**src/rtl/pll_pwrdn_pkg.sv**
```systemverilog
package pll_pwrdn_pkg;
   typedef enum logic [1:0] {
      PS_ACTIVE = 2'd0,
      PS_WAIT   = 2'd1,
      PS_DOWN   = 2'd2
   } pwr_state_e;

   localparam int unsigned MAX_LOOPS       = 8;
   localparam int unsigned MAX_SYNC_STAGES = 4;
endpackage

```
**src/rtl/pll_pwrdn_idle_sync.sv**
```systemverilog
module pll_pwrdn_idle_sync #(
   parameter int unsigned STAGES = 2
) (
   input  logic clk,
   input  logic rst_n,
   input  logic idle_i,
   output logic idle_o
);
   if (STAGES > pll_pwrdn_pkg::MAX_SYNC_STAGES) begin : g_bad_stages
      $error("pll_pwrdn_idle_sync: STAGES above supported maximum");
   end

   if (STAGES == 0) begin : g_direct
      assign idle_o = idle_i;
   end else begin : g_flops
      logic [STAGES-1:0] chain_q;
      always_ff @(posedge clk or negedge rst_n) begin
         if (!rst_n) chain_q <= '0;
         else        chain_q <= {chain_q[STAGES-2+((STAGES==1)?1:0):0], idle_i};
      end
      assign idle_o = chain_q[STAGES-1];
   end
endmodule

```
**src/rtl/pll_pwrdn_loop_fsm.sv**
```systemverilog
module pll_pwrdn_loop_fsm
   import pll_pwrdn_pkg::*;
(
   input  logic clk,
   input  logic rst_n,
   input  logic stb_i,
   input  logic hiz_i,
   input  logic pd_i,
   input  logic idle_i,
   output logic down_o,
   output logic hold_o,
   output logic debias_o,
   output logic cp_hiz_o
);
   pwr_state_e state_q, state_d;

   always_comb begin
      state_d = state_q;
      unique case (state_q)
         PS_ACTIVE: begin
            if (stb_i && pd_i) state_d = hiz_i ? PS_DOWN : PS_WAIT;
         end
         PS_WAIT: begin
            if (stb_i && !pd_i)     state_d = PS_ACTIVE;
            else if (stb_i && hiz_i) state_d = PS_DOWN;
            else if (idle_i)         state_d = PS_DOWN;
         end
         PS_DOWN: begin
            if (stb_i && !pd_i) state_d = PS_ACTIVE;
         end
         default: state_d = PS_ACTIVE;
      endcase
   end

   always_ff @(posedge clk or negedge rst_n) begin
      if (!rst_n) state_q <= PS_ACTIVE;
      else        state_q <= state_d;
   end

   assign down_o   = (state_q == PS_DOWN);
   assign hold_o   = down_o;
   assign debias_o = down_o;
   assign cp_hiz_o = down_o | (hiz_i & (state_q == PS_ACTIVE)) | (hiz_i & (state_q == PS_WAIT));
endmodule

```
**src/rtl/pll_pwrdn_osc_gate.sv**
```systemverilog
module pll_pwrdn_osc_gate #(
   parameter int unsigned NUM_LOOPS = 2
) (
   input  logic                 clk,
   input  logic                 rst_n,
   input  logic [NUM_LOOPS-1:0] down_i,
   output logic                 osc_off_o
);
   logic [NUM_LOOPS:0] all_down;
   assign all_down[0] = 1'b1;
   for (genvar g = 0; g < NUM_LOOPS; g++) begin : g_and
      assign all_down[g+1] = all_down[g] & down_i[g];
   end

   logic unused_clk;
   assign unused_clk = clk & rst_n;
   assign osc_off_o  = all_down[NUM_LOOPS];
endmodule

```
**src/rtl/pll_pwrdn_ctrl.sv**
```systemverilog
module pll_pwrdn_ctrl #(
   parameter int unsigned NUM_LOOPS        = 2,
   parameter int unsigned IDLE_SYNC_STAGES = 2
) (
   input  logic                 clk,
   input  logic                 rst_n,
   input  logic [NUM_LOOPS-1:0] latch_stb,
   input  logic [NUM_LOOPS-1:0] ref_hiz_bit,
   input  logic [NUM_LOOPS-1:0] pd_bit,
   input  logic [NUM_LOOPS-1:0] cp_idle,
   output logic [NUM_LOOPS-1:0] loop_down,
   output logic [NUM_LOOPS-1:0] div_hold,
   output logic [NUM_LOOPS-1:0] fin_debias,
   output logic [NUM_LOOPS-1:0] cp_hiz,
   output logic                 osc_off
);
   if (NUM_LOOPS < 1 || NUM_LOOPS > pll_pwrdn_pkg::MAX_LOOPS) begin : g_bad_loops
      $error("pll_pwrdn_ctrl: NUM_LOOPS out of range");
   end

   logic [NUM_LOOPS-1:0] idle_sync;

   for (genvar l = 0; l < NUM_LOOPS; l++) begin : g_loop
      pll_pwrdn_idle_sync #(.STAGES(IDLE_SYNC_STAGES)) u_sync (
         .clk    (clk),
         .rst_n  (rst_n),
         .idle_i (cp_idle[l]),
         .idle_o (idle_sync[l])
      );

      pll_pwrdn_loop_fsm u_fsm (
         .clk      (clk),
         .rst_n    (rst_n),
         .stb_i    (latch_stb[l]),
         .hiz_i    (ref_hiz_bit[l]),
         .pd_i     (pd_bit[l]),
         .idle_i   (idle_sync[l]),
         .down_o   (loop_down[l]),
         .hold_o   (div_hold[l]),
         .debias_o (fin_debias[l]),
         .cp_hiz_o (cp_hiz[l])
      );
   end

   pll_pwrdn_osc_gate #(.NUM_LOOPS(NUM_LOOPS)) u_osc (
      .clk       (clk),
      .rst_n     (rst_n),
      .down_i    (loop_down),
      .osc_off_o (osc_off)
   );
endmodule

```
**config.mk**
```make
export PLATFORM = sky130hd
export DESIGN_NAME = pll_pwrdn_ctrl
export DESIGN_NICKNAME = d
export VERILOG_FILES = /design/src/rtl/pll_pwrdn_pkg.sv /design/src/rtl/pll_pwrdn_idle_sync.sv /design/src/rtl/pll_pwrdn_loop_fsm.sv /design/src/rtl/pll_pwrdn_osc_gate.sv /design/src/rtl/pll_pwrdn_ctrl.sv
export SDC_FILE = /design/constraint.sdc
export NUM_CORES = 1
export LEC_CHECK = 0
export BUFFER_PORTS_ARGS = -buffer_cell sky130_fd_sc_hd__buf_2
export CORE_AREA = 2 2 39 41
export DETAILED_ROUTE_END_ITERATION = 8
export DIE_AREA = 0 0 41 43
export MAX_ROUTING_LAYER = met4
export PLACE_DENSITY_LB_ADDON = 0.08
export SYNTH_ARGS = -nofsm -noshare
export SYNTH_HDL_FRONTEND = slang
export SYNTH_SLANG_ARGS = --single-unit
```
**constraint.sdc**
```tcl
create_clock -name clk -period 0.9 [get_ports clk]
set_input_delay 0.09 -clock clk [delete_from_list [all_inputs] [get_ports clk]]
set_output_delay 0.09 -clock clk [all_outputs]
set_load 0.05 [all_outputs]
```
==> impl_metrics.yaml, run 1 <==
critical_path:
  critical_path.max_fanout: 5
  r2r_start: "g_loop[0].u_fsm.state_q[0]"
  reg2regPathDepth: 4
  r2r-end: "g_loop[0].u_fsm.state_q[1]"
  reg2reg_slack_ns: -0.16
  worstSetupPathType: "flop to output pin"
  worst_ep_required_time_ns: 0.81
  cp.arrival_ns: 1.16
  startpoint_type: "flop"
  end_kind: "output pin"
worst_hold_path:
  hp-class: "primary input to flop"
  min_to: "g_loop[0].u_fsm.state_q[0]"
  hp-start: "latch_stb[0]"
  hold_depth: 2
synthesis:
  ys_seq_elements: 8
  synth-simple-area-share_pct: 13.42
  synth_cell_type_count: 16
  yosys.area.top_type: "dfrtp_1"
  synth_adder_area_share_pct: 0
  synthFlopType: "dfrtp_1"
  ys_seq_area_share_pct: 51.12
  yosysWarnings: 0
  synth_mux_area_share_pct: 0
  synthTopCellsByCount: "buf_4, dfrtp_1, a21oi_1"
  synth-xor-area-share_pct: 0
  syn_nets: 47
  synth_compound_area_share_pct: 19.17
  synth_top_cell_area_share_pct: 51.12
  synth_top_family_by_area: "compound AO/OA/AOI/OAI gates"
  synth_edf_count: 0
  synth_area_sq_um: 391.6
  async_reset_ff_share_pct: 100.0
  synthCells: 37
  yosys-top-cells-area: "dfrtp_1, buf_4, a21oi_1"
  avgSynthCellArea_sq_um: 10.58
place:
  place_ws_ns: -0.1591
  gp_congestion: 0.6602
  io_buffer_count: 18
  dpl.hpwl_microns: 597
power:
  p_per_area_nw_per_um2: 2909
  total_power_mw: 1.951
  p_leak_nw: 0.3334
  ir_drop_uv: 1058
global_route:
  track_usage_pct: 11.90
  grt_first_pass_wirelength_microns: 1338
  grt_pass1_vias: 347
  antenna_found_initial: 0
  grt-ovfl-total: 0
  grt_max_degree: 9
status:
  status: "finished with violations"
  violations: "setup timing"
timing:
  report.final.slew_viol_count: 0
  max_slew.worst_pin.slew_ns: 0.2482
  relSlewSlack_pct: 83.56
  clock.fmax_ghz: 0.7982
  finalSetupTns_ns: -2.878
  min_period_over_period_pct: 139.2
  setup_viol: 12
  clock_skew_ns: 0.0001631
  setup_ws_ns: -0.3528
  rsz0062_at_grt: "yes"
  timing_hold_violations_final: 0
  fin_hold_ws_ns: 0.07183
  min_period_ns: 1.253
clock_network:
  ctsHtreeMaxLevel: 1
  cts.path.max_buffers: 2
  clock_sinks: 8
  clkTransAtPathRegs_ns: 0.05
  cts_root_buf: "clkbuf_4"
  clkLatencyLatePin_ns: 0.24
  cts_tree: "built"
  cts_made_buffers: 3
layout:
  fillCellCount: 140
  fin_nets: 74
  syn_to_final_growth_pct: 71.25
  antenna_cells: 0
  layout-drive-gt1-share_pct: 64.52
route:
  vias_per_cell: 4.397
  route.detailed.drc: 0
  ant_nets: 0
  drtPass1Iterations: 2
  drt-total-wl_microns: 783
  vias: 343
  wl_per_cell_microns: 10.04
  drt-initial-drc-count: 2
die:
  die_x_microns: 41
  rows: 14
  die_area_sq_um: 1763
  core_sq_um: 1384
  ios: 19
  floorplan.die.height_microns: 43
  start_util_pct: 28.30
run:
  max_cap_violations: 0
worst max-delay path by stage:
stage	cells past startpoint	to	startpoint	slack, ns
4_1_cts	3	cp_hiz[1]	g_loop[1].u_fsm.state_q[1]	-0.34
5_1_grt	3	osc_off	g_loop[0].u_fsm.state_q[1]	-0.40
6_report	3	osc_off	g_loop[1].u_fsm.state_q[1]	-0.35
2_1_floorplan	3	cp_hiz[1]	g_loop[1].u_fsm.state_q[0]	-0.07
3_5_place_dp	3	osc_off	g_loop[1].u_fsm.state_q[0]	-0.16
3_3_place_gp	3	osc_off	g_loop[1].u_fsm.state_q[0]	-0.15
cells by family (layout without fill, tap and decap cells):
family	count (synthesis)	after routing
DFF	8	8
buffers and inverters	9	34
and+or+nand+nor	9	9
AOI/OAI and AO/OA	11	11
report_power, final:
part	total (mW)	switching, mW	internal [mW]
Combinational	1.24	0.720	0.523
Clock	0.254	0.103	0.151
Sequential	0.454	0.0380	0.416
registers in the layout, summed over array words and instances, names as in the netlist:
name and count:
g_loop.u_fsm.state_q 4, g_loop.u_sync.g_flops.chain_q 4
metal layers:
layer	up-vias	track usage [%]	wire (microns)
li1	171	-	-
met1	160	12.12	280
met2	12	18.75	460
met3	0	3.141	42
met4	0	8.000	0
met5	-	-	0
worst max-delay path: stages (launching register included):
cell and delay (ns):
dfrtp_1 0.38, and2b_2 0.23, and2_4 0.17, buf_8 0.14
metrics by stage:
| stage | instances | util [%] | area, sq um |
|---|---|---|---|
| 2_1_floorplan | 37 | - | 412.9 |
| 3_3_place_gp | 68 | 35.62 | 493.0 |
| 3_5_place_dp | 68 | 35.62 | 493.0 |
| 4_1_cts | 77 | 46.38 | 641.9 |
| 5_1_grt | 78 | 48.46 | 670.6 |
| 6_report | 78 | 48.46 | 670.6 |
layout by cell type (no fill, tap or decap), drive strengths merged:
cell / n
inv: 1
a21oi: 4
a221oi: 1
nand2b: 3
and2b: 1
a221o: 1
buf: 27
dlygate4sd3: 3
a211oi: 1
o211a: 1
o21ai: 3
and2: 1
dfrtp: 8
nand2: 1
nor2b: 2
clkbuf: 3
nor2: 1
timing repair:
item                                    CTS  global route
endpoints found under the setup margin   13            13
endpoints found under the hold margin    10             0
gates resized for setup                  22             6
hold buffers                              3             0
buffers inserted                          3             1
pin swaps                                 3             1
cell type report:
class	count	area [sq um]	area share, %
Timing Repair Buffer	30	250.2	37.31
Sequential cell	8	200.2	29.85
Multi-Input combinational cell	20	173.9	25.93
Clock buffer	3	22.52	3.358
Tap cell	16	20.02	2.985
Inverter	1	3.754	0.5597
(Power assumes the default switching activity.)
==> run 2, diff against run 1 <==
ABC_CLOCK_PERIOD_IN_PS = 900   (was default)
REMOVE_ABC_BUFFERS = 1   (was default)
==> impl_metrics.yaml, run 2 (synthesis results as in run 1) <==
worst_hold_path:
  hp-class: "primary input to flop"
route:
  vias: 357
  route.detailed.drc: 0
  drtPass1Iterations: 4
  drt-initial-drc-count: 1
  vias_per_cell: 4.577
  wl_per_cell_microns: 12.14
  ant_nets: 0
  drt-total-wl_microns: 947
power:
  ir_drop_uv: 1329
  p_leak_nw: 0.3377
  p_per_area_nw_per_um2: 2851
layout:
  antenna_cells: 0
  final_common_cell: "buf_2"
  syn_to_final_growth_pct: 77.00
  stdcell_count: 78
  largestRegisters: "g_loop.u_fsm.state_q (4), g_loop.u_sync.g_flops.chain_q (4)"
  layout_common_cells: "buf_2, dfrtp_1, buf_4, buf_6"
  fin_nets: 74
  stdcell_area_sq_um: 693.2
  layout-drive-gt1-share_pct: 66.13
timing:
  clock.fmax_ghz: 0.8068
  rsz0062_at_grt: "yes"
  setup_viol: 12
  min_period_over_period_pct: 137.7
  timing_hold_violations_final: 0
  min_period_ns: 1.239
  fin_hold_ws_ns: 0.1073
  report.final.slew_viol_count: 0
  relSlewSlack_pct: 83.42
  setup_ws_ns: -0.3394
  clock_skew_ns: 0.00004394
  max_slew.worst_pin.slew_ns: 0.2505
die:
  die_area_sq_um: 1763
  start_util_pct: 28.30
  ios: 19
  core_sq_um: 1384
  floorplan.die.height_microns: 43
  rows: 14
  die_x_microns: 41
place:
  io_buffer_count: 18
  dp.cells: 67
  gp_congestion: 0.6457
  postPlaceCellArea_sq_um: 471.7
critical_path:
  cp.arrival_ns: 1.15
  worst_ep_required_time_ns: 0.81
  worstSetupPathType: "flop to output pin"
  end_kind: "output pin"
  startpoint_type: "flop"
  critical_path.max_fanout: 5
global_route:
  grt_first_pass_wirelength_microns: 1490
  track_usage_pct: 13.36
  grt_max_degree: 9
  grt_pass1_vias: 374
  antenna_found_initial: 0
  grt-ovfl-total: 0
clock_network:
  clkTransAtPathRegs_ns: 0.05
  cts_made_buffers: 3
  cts_root_buf: "clkbuf_4"
  clock_sinks: 8
  clkLatencyLatePin_ns: 0.25
  cts_tree: "built"
  cts.path.max_buffers: 2
  ctsHtreeMaxLevel: 1
status:
  violations: "setup timing"
  status: "finished with violations"
run:
  max_cap_violations: 0
-- run 2: changes by cell type in the layout (fill, tap and decap cells not counted) --
cell,before,now
buf_2,11,12
a211oi_2,0,1
a21oi_2,2,1
nor2_4,0,1
nor2_2,1,0
a21oi_4,1,2
a221oi_2,1,0
buf_6,6,5
a211oi_1,1,0
a221oi_4,0,1
-- run 2: path summary, 6_finish.rpt --
check,start,slack (ns),cells after the start,end
hold reg to reg,g_loop[1].u_sync.g_flops.chain_q[0],0.35,0,g_loop[1].u_sync.g_flops.chain_q[1]
hold / removal,latch_stb[0],0.11,2,g_loop[0].u_fsm.state_q[0]
min in group asynchronous,rst_n,0.21,2,g_loop[0].u_fsm.state_q[0]
setup / recovery,g_loop[1].u_fsm.state_q[1],-0.34,3,osc_off
setup reg to reg,g_loop[0].u_fsm.state_q[0],-0.21,4,g_loop[0].u_fsm.state_q[1]
max in group asynchronous,rst_n,0.53,2,g_loop[1].u_fsm.state_q[0]
-- run 2: what timing repair did --
action | 4_1_cts | 5_1_grt
pin swaps | 4 | 2
gates resized for setup | 16 | 20
buffers inserted | 4 | 4
hold buffers | 3 | 0
hold endpoints to repair | 10 | 0
setup endpoints to repair | 13 | 13
-- run 2: area by class of cell --
class / count / area [sq um]
Clock buffer: 3 / 22.52
Timing Repair Buffer: 30 / 244.0
Tap cell: 16 / 20.02
Inverter: 1 / 3.754
Multi-Input combinational cell: 20 / 202.7
Sequential cell: 8 / 200.2
Fill cell: 141 / 690.7
-- run 2: power breakdown --
| part | leakage, nW | internal [mW] | switching, mW |
|---|---|---|---|
| combinational | 0.227 | 0.510 | 0.750 |
| sequential | 0.0973 | 0.416 | 0.0415 |
| clock | 0.0138 | 0.152 | 0.107 |
| total | 0.338 | 1.08 | 0.898 |
-- run 2: critical path: stages (launching register included) --
cell,delay (ns)
dfrtp_1,0.39
and2b_2,0.23
and2_4,0.15
buf_8,0.14
-- run 2: layer usage --
metal / wire (microns) / global-route usage (%)
met5: 0 / -
met4: 0 / 10.00
met2: 564 / 23.44
met1: 339 / 11.78
met3: 44 / 1.571
-- run 2: through the flow --
stage	power (mW)	worst slack, ns	utilization [%]	TNS (ns)
2_1_floorplan	1.089	-2.240	-	-10.66
5_1_grt	2.091	-0.3950	50.09	-3.622
3_3_place_gp	1.312	-0.1433	34.09	-0.7033
6_report	1.976	-0.3394	50.09	-3.024
3_5_place_dp	1.333	-0.1721	34.09	-1.095
4_1_cts	1.777	-0.3625	43.40	-3.343
==> run 3, diff against run 2 <==
HOLD_SLACK_MARGIN = 0.15   (was default)
==> impl_metrics.yaml, run 3 (synthesis results as in run 1) <==
route:
  route.detailed.drc: 0
  drtPass1Iterations: 4
  vias_per_cell: 4.556
  vias: 369
  drt-total-wl_microns: 928
  drt-initial-drc-count: 1
  wl_per_cell_microns: 11.46
  ant_nets: 0
critical_path:
  r2r_start: "g_loop[0].u_fsm.state_q[0]"
  worst_ep_required_time_ns: 0.81
  reg2regPathDepth: 4
  cp.arrival_ns: 1.15
  startpoint_type: "flop"
  end_kind: "output pin"
  worstSetupPathType: "flop to output pin"
  critical_path.max_fanout: 4
  r2r-end: "g_loop[0].u_fsm.state_q[1]"
  reg2reg_slack_ns: -0.20
die:
  die_x_microns: 41
  die_area_sq_um: 1763
  rows: 14
  ios: 19
  core_sq_um: 1384
  floorplan.die.height_microns: 43
  start_util_pct: 28.30
clock_network:
  clkLatencyLatePin_ns: 0.24
  cts_made_buffers: 3
  cts_root_buf: "clkbuf_4"
  clock_sinks: 8
  ctsHtreeMaxLevel: 1
  cts.path.max_buffers: 2
  cts_tree: "built"
  clkTransAtPathRegs_ns: 0.05
worst_hold_path:
  hold_depth: 3
  hp-class: "primary input to flop"
  hp-start: "ref_hiz_bit[1]"
  min_to: "g_loop[1].u_fsm.state_q[0]"
layout:
  fin_nets: 77
  layout_common_cells: "buf_2, dfrtp_1, dlygate4sd3_1, buf_4, buf_6"
  stdcell_count: 81
  final_common_cell: "buf_2"
  syn_to_final_growth_pct: 82.43
  layout-drive-gt1-share_pct: 61.54
  largestRegisters: "g_loop.u_fsm.state_q (4), g_loop.u_sync.g_flops.chain_q (4)"
  antenna_cells: 0
  stdcell_area_sq_um: 714.4
power:
  total_power_mw: 1.952
  p_per_area_nw_per_um2: 2732
  p_leak_nw: 0.3479
  ir_drop_uv: 1368
timing:
  min_period_over_period_pct: 137.8
  relSlewSlack_pct: 83.39
  report.final.slew_viol_count: 0
  max_slew.worst_pin.slew_ns: 0.2509
  clock.fmax_ghz: 0.8064
  clock_skew_ns: 0.00004116
  setup_viol: 12
  min_period_ns: 1.240
  setup_ws_ns: -0.3400
  timing_hold_violations_final: 0
  rsz0062_at_grt: "yes"
place:
  dp.cells: 67
  gp_congestion: 0.6457
  place_ws_ns: -0.1721
  io_buffer_count: 18
  postPlaceCellArea_sq_um: 471.7
global_route:
  grt_max_degree: 9
  grt-ovfl-total: 0
  track_usage_pct: 13.15
  grt_pass1_vias: 396
  grt_first_pass_wirelength_microns: 1490
  antenna_found_initial: 0
status:
  status: "finished with violations"
  violations: "setup timing"
run:
  max_cap_violations: 0
run 3: cell type report:
class | instances | area (sq um)
inverter | 1 | 3.754
tap | 16 | 20.02
clock buffer | 3 | 22.52
timing repair buffer | 33 | 276.5
multi-input combinational | 20 | 191.4
sequential | 8 | 200.2
fill | 141 | 669.4
run 3: report_power, final:
part / switching (mW) / internal, mW / total [mW]
registers: 0.0396 / 0.416 / 0.456
logic: 0.736 / 0.502 / 1.24
clock network: 0.106 / 0.152 / 0.258
run 3: worst max path at each step:
stage,from,to,slack [ns],depth (start not counted)
after detailed placement,g_loop[0].u_fsm.state_q[0],osc_off,-0.17,3
after CTS,g_loop[1].u_fsm.state_q[0],osc_off,-0.36,3
after global placement,g_loop[0].u_fsm.state_q[0],osc_off,-0.14,3
after floorplan,g_loop[0].u_fsm.state_q[0],osc_off,-2.24,2
final,g_loop[0].u_fsm.state_q[0],osc_off,-0.34,3
after global routing,g_loop[1].u_fsm.state_q[0],osc_off,-0.40,3
run 3: per-stage QoR:
stage          TNS, ns  utilization [%]  hold slack [ns]
2_1_floorplan   -10.66                -          -0.2056
3_3_place_gp   -0.7033            34.09         -0.06774
3_5_place_dp    -1.095            34.09         -0.05919
4_1_cts         -3.343            46.29           0.1518
5_1_grt         -3.663            51.63           0.1743
6_report        -3.012            51.63           0.1589
run 3: critical path, stage by stage (launching register included):
cell     delay, ns
dfrtp_1       0.41
nor2b_4       0.18
and2_4        0.17
buf_8         0.14
run 3: metal layers:
metal | global-route usage, % | up-vias | wire length, microns
li1 | - | 177 | -
met1 | 11.78 | 178 | 342
met2 | 22.81 | 14 | 537
met3 | 1.571 | 0 | 48
met4 | 10.00 | 0 | 0
met5 | - | - | 0
run 3: timing repair:
item	CTS	global route
pin swaps	4	2
cloned	0	0
gates resized for setup	16	19
endpoints found under the setup margin	13	13
setup buffers	4	3
hold buffers	7	0
hold endpoints to repair	13	0
